**config.mk**
```make
export PLATFORM = sky130hd
export DESIGN_NAME = reso_ripple
export DESIGN_NICKNAME = d
export VERILOG_FILES = /design/src/rtl/reso_slice.sv /design/src/rtl/reso_ripple.sv
export SDC_FILE = /design/constraint.sdc
export NUM_CORES = 1
export LEC_CHECK = 0
export CAP_MARGIN = 20
export CORE_UTILIZATION = 35
export DETAILED_ROUTE_END_ITERATION = 12
export PLACE_DENSITY = 0.82
export SLEW_MARGIN = 15
export SYNTH_ARGS = -nofsm -noshare
export SYNTH_HDL_FRONTEND = slang
export SYNTH_SLANG_ARGS = --single-unit
```
**constraint.sdc**
```tcl
create_clock -name vclk -period 9.5
set_input_delay 1.9 -clock vclk [all_inputs]
set_output_delay 1.9 -clock vclk [all_outputs]
set_load 0.02 [all_outputs]
```
**src/rtl/reso_slice.sv**
```systemverilog
// One full-adder bit-slice whose sum output can be forced to a stuck level.
module reso_slice (
  input  logic a,
  input  logic b,
  input  logic ci,
  input  logic stuck_on,
  input  logic stuck_val,
  output logic s,
  output logic co
);
  logic half;
  always_comb begin
    half = a ^ b;
    s    = stuck_on ? stuck_val : (half ^ ci);
    co   = (a & b) | (ci & half);
  end
endmodule

```
**src/rtl/reso_ripple.sv**
```systemverilog
// Ripple-carry adder built from injectable slices; result carries the top carry.
module reso_ripple #(
  parameter int unsigned DW  = 10,
  parameter int unsigned SLW = 4
) (
  input  logic [DW-1:0]  x,
  input  logic [DW-1:0]  y,
  input  logic           flt_en,
  input  logic [SLW-1:0] flt_slice,
  input  logic           flt_val,
  output logic [DW:0]    sum
);
  logic [DW:0]   carry;
  logic [DW-1:0] bits;

  assign carry[0] = 1'b0;

  for (genvar i = 0; i < DW; i++) begin : g_slice
    logic hit;
    assign hit = flt_en && (flt_slice == SLW'(i));
    reso_slice u_slice (
      .a        (x[i]),
      .b        (y[i]),
      .ci       (carry[i]),
      .stuck_on (hit),
      .stuck_val(flt_val),
      .s        (bits[i]),
      .co       (carry[i+1])
    );
  end

  assign sum = {carry[DW], bits};
endmodule

```
==> qor.txt <==
Status -> complete, no violations
Power density over cell area -> 73.2 nW/um2
Vias in the first global route -> 396
Post-Synth Adder-Cell Area -> 37.7%
Hold Worst Slack -> 4980 ps
Syn nets -> 88
Vias per cell -> 4.62
Worst setup startpoint -> y[0]
Port buffer count -> 37
Drt drc -> 0
Clock buffers -> 0
Initial antenna violation count -> 0
Area leader, netlist -> fa_1
DR iter-0 viols -> 2
CP Capture Point -> sum[9]
Rel. slew slack -> 79.8%
Post-cts hold buffer count -> 0
Worst-path cell chain -> clkdlybuf4s50_1 -> ha_1 -> fa_1 -> fa_1 -> fa_1 -> fa_1 -> fa_1 -> fa_1 -> fa_1 -> fa_1 -> inv_1 -> fa_1 -> o21ai_0 -> o31a_2 -> clkdlybuf4s50_1
DRT antenna net count -> 0
PostCTS Resize Cnt -> 0
Mapped cell area -> 510 um2
Synth top area cells -> fa_1 (35%), buf_4 (16%), mux2_1 (11%)
Die width -> 40.2 um
Placer Congestion -> 0.623
Design area -> 813 um2
Most frequent cell after synthesis -> buf_4
Seq cells -> 0
Worst min path class -> input port to output pin
Clock share of power -> 0%
Area growth syn-to-layout -> 59.3%
# IOs -> 37
# diodes -> 0
Setup total negative slack -> 0 ps
Synth top cells by count -> buf_4 (11), fa_1 (9), mux2_1 (5)
Req. time, crit path -> 7600 ps
Residual overflow from global routing -> 0
Cell count after synthesis -> 52
P_int -> 34.2 uW
Fin crit share -> 92.9%
Maxcap violations -> 0
Data arrival time of the critical path -> 6920 ps
Cell family with most CP delay -> adder cells
Simple-gate share of the synthesized area -> 18.9%
Mux cell area share after synthesis -> 20.6%
Critical path's slowest cell -> clkdlybuf4s50_1
Routed WL -> 1.04 mm
Final #Nets -> 115
Die ar. -> 1620 um2
Die Y -> 40.2 um
CP peak stage delay -> 590 ps
Post-layout minimum cycle time -> 8820 ps
Critical Path Stages -> 15
CP max FO -> 1
Core ar. -> 1330 um2
Routed vias -> 425
Final Hold Vio Count -> 0
Largest family of logic cells by synthesized area -> adder cells
Power share of the sequential group -> 0%
Count of different cell masters after synthesis -> 18
Largest net degree at the start of global routing -> 11
Synthesis warning total -> 0
Synth Area in Compound Gates -> 2.94%
Post-DP HPWL -> 948 um
Most frequent CP cell -> fa_1
Final Setup Violations -> 0
Gate power share -> 100.0%
Synth Area in XOR/XNOR -> 0%
Rows -> 13
Post-CTS setup buffer count -> 0
Fin. max-slew vios -> 0
Initial Utilization -> 38.3%
Crit. End Element -> output pin
Final core occ -> 61.0%
Cell Area, Placed -> 813 um2
Synth top area share -> 35.3%
F_max -> 0.113 GHz
GRT Total Usage -> 13.5%
Avg Cell Area, Syn -> 9.82 um2
Startpoint types -> input port
Crit path buf inv count -> 3
Net Sw Frac -> 42.5%
WL per Instance -> 11.3 um
First-pass GRT wire length -> 1.50 mm
Seq/Total Area, Yosys -> 0%
Setup Crit Path Kind -> input port to output pin
Register area -> 0 um2
Worst-Margin Slew -> 302 ps
Total iterations of the first detailed-routing run -> 2
Ratio of cells with drive above 1 in the final layout -> 10.4%
Leak pwr -> 0.000307 uW
Maximum vdd drop -> 0.0000356 V
RSZ-0062 raised after global routing -> no
Filler cell count -> 127
NetSw -> 25.3 uW
[worst min-delay path by stage]
stage | end | slack (ps) | startpoint | depth (start not counted)
floorplan | sum[3] | 4100 | flt_slice[0] | 3
global placement | sum[10] | 4980 | x[9] | 5
detailed placement | sum[10] | 4990 | x[9] | 5
CTS | sum[10] | 4990 | x[9] | 5
global route | sum[10] | 5060 | x[9] | 5
finish | sum[10] | 4980 | x[9] | 5
[power by group through the flow]
stage	sequential [uW]	combinational, uW	clock, uW
3_5_place_dp	0	60.3	0
2_1_floorplan	0	39.4	0
6_report	0	59.5	0
3_3_place_gp	0	58.7	0
4_1_cts	0	60.8	0
5_1_grt	0	65.1	0
[area by class of cell]
class	instances	area [um2]	area share (%)
well taps	15	18.8	2.31
repair buffers	37	370	45.5
inverters	4	15.0	1.85
multi-input cells	36	409	50.3
[tightest hold or removal path, stage by stage]
cell and delay, ps:
clkdlybuf4s50_1 390, inv_1 70, fa_1 160, inv_1 30, clkdlybuf4s50_1 530
[routing by layer]
| layer | track usage [%] | wire (um) |
|---|---|---|
| met1 | 13.6 | 350 |
| met2 | 29.4 | 554 |
| met3 | 2.22 | 134 |
| met4 | 0 | 0 |
| met5 | 0 | 0 |
[kinds of logic after synthesis]
logic type,Yosys count
AOI/OAI and AO/OA,2
and+or+nand+nor,15
muxes,9
adders and majority gates,10
buffers and inverters,16
[layout by cell type (no fill, tap or decap), drive strengths merged]
| cell | instances |
|---|---|
| nand2b | 2 |
| mux2 | 9 |
| inv | 4 |
| ha | 1 |
| nor3 | 2 |
| nor3b | 2 |
| fa | 9 |
| o21ai | 1 |
| nand2 | 2 |
| nand3 | 1 |
| nand3b | 3 |
| clkdlybuf4s50 | 37 |
| nor2 | 3 |
| o31a | 1 |
[per-stage QoR]
| stage | setup WS (ps) | power (uW) | instances |
|---|---|---|---|
| final | 679 | 59.5 | 92 |
| after global routing | 474 | 65.1 | 92 |
| after CTS | 621 | 60.8 | 92 |
| after detailed placement | 614 | 60.3 | 92 |
| after global placement | 710 | 58.7 | 92 |
| after floorplan | 1710 | 39.4 | 52 |
Note: power is estimated with default switching activity, not from simulation.
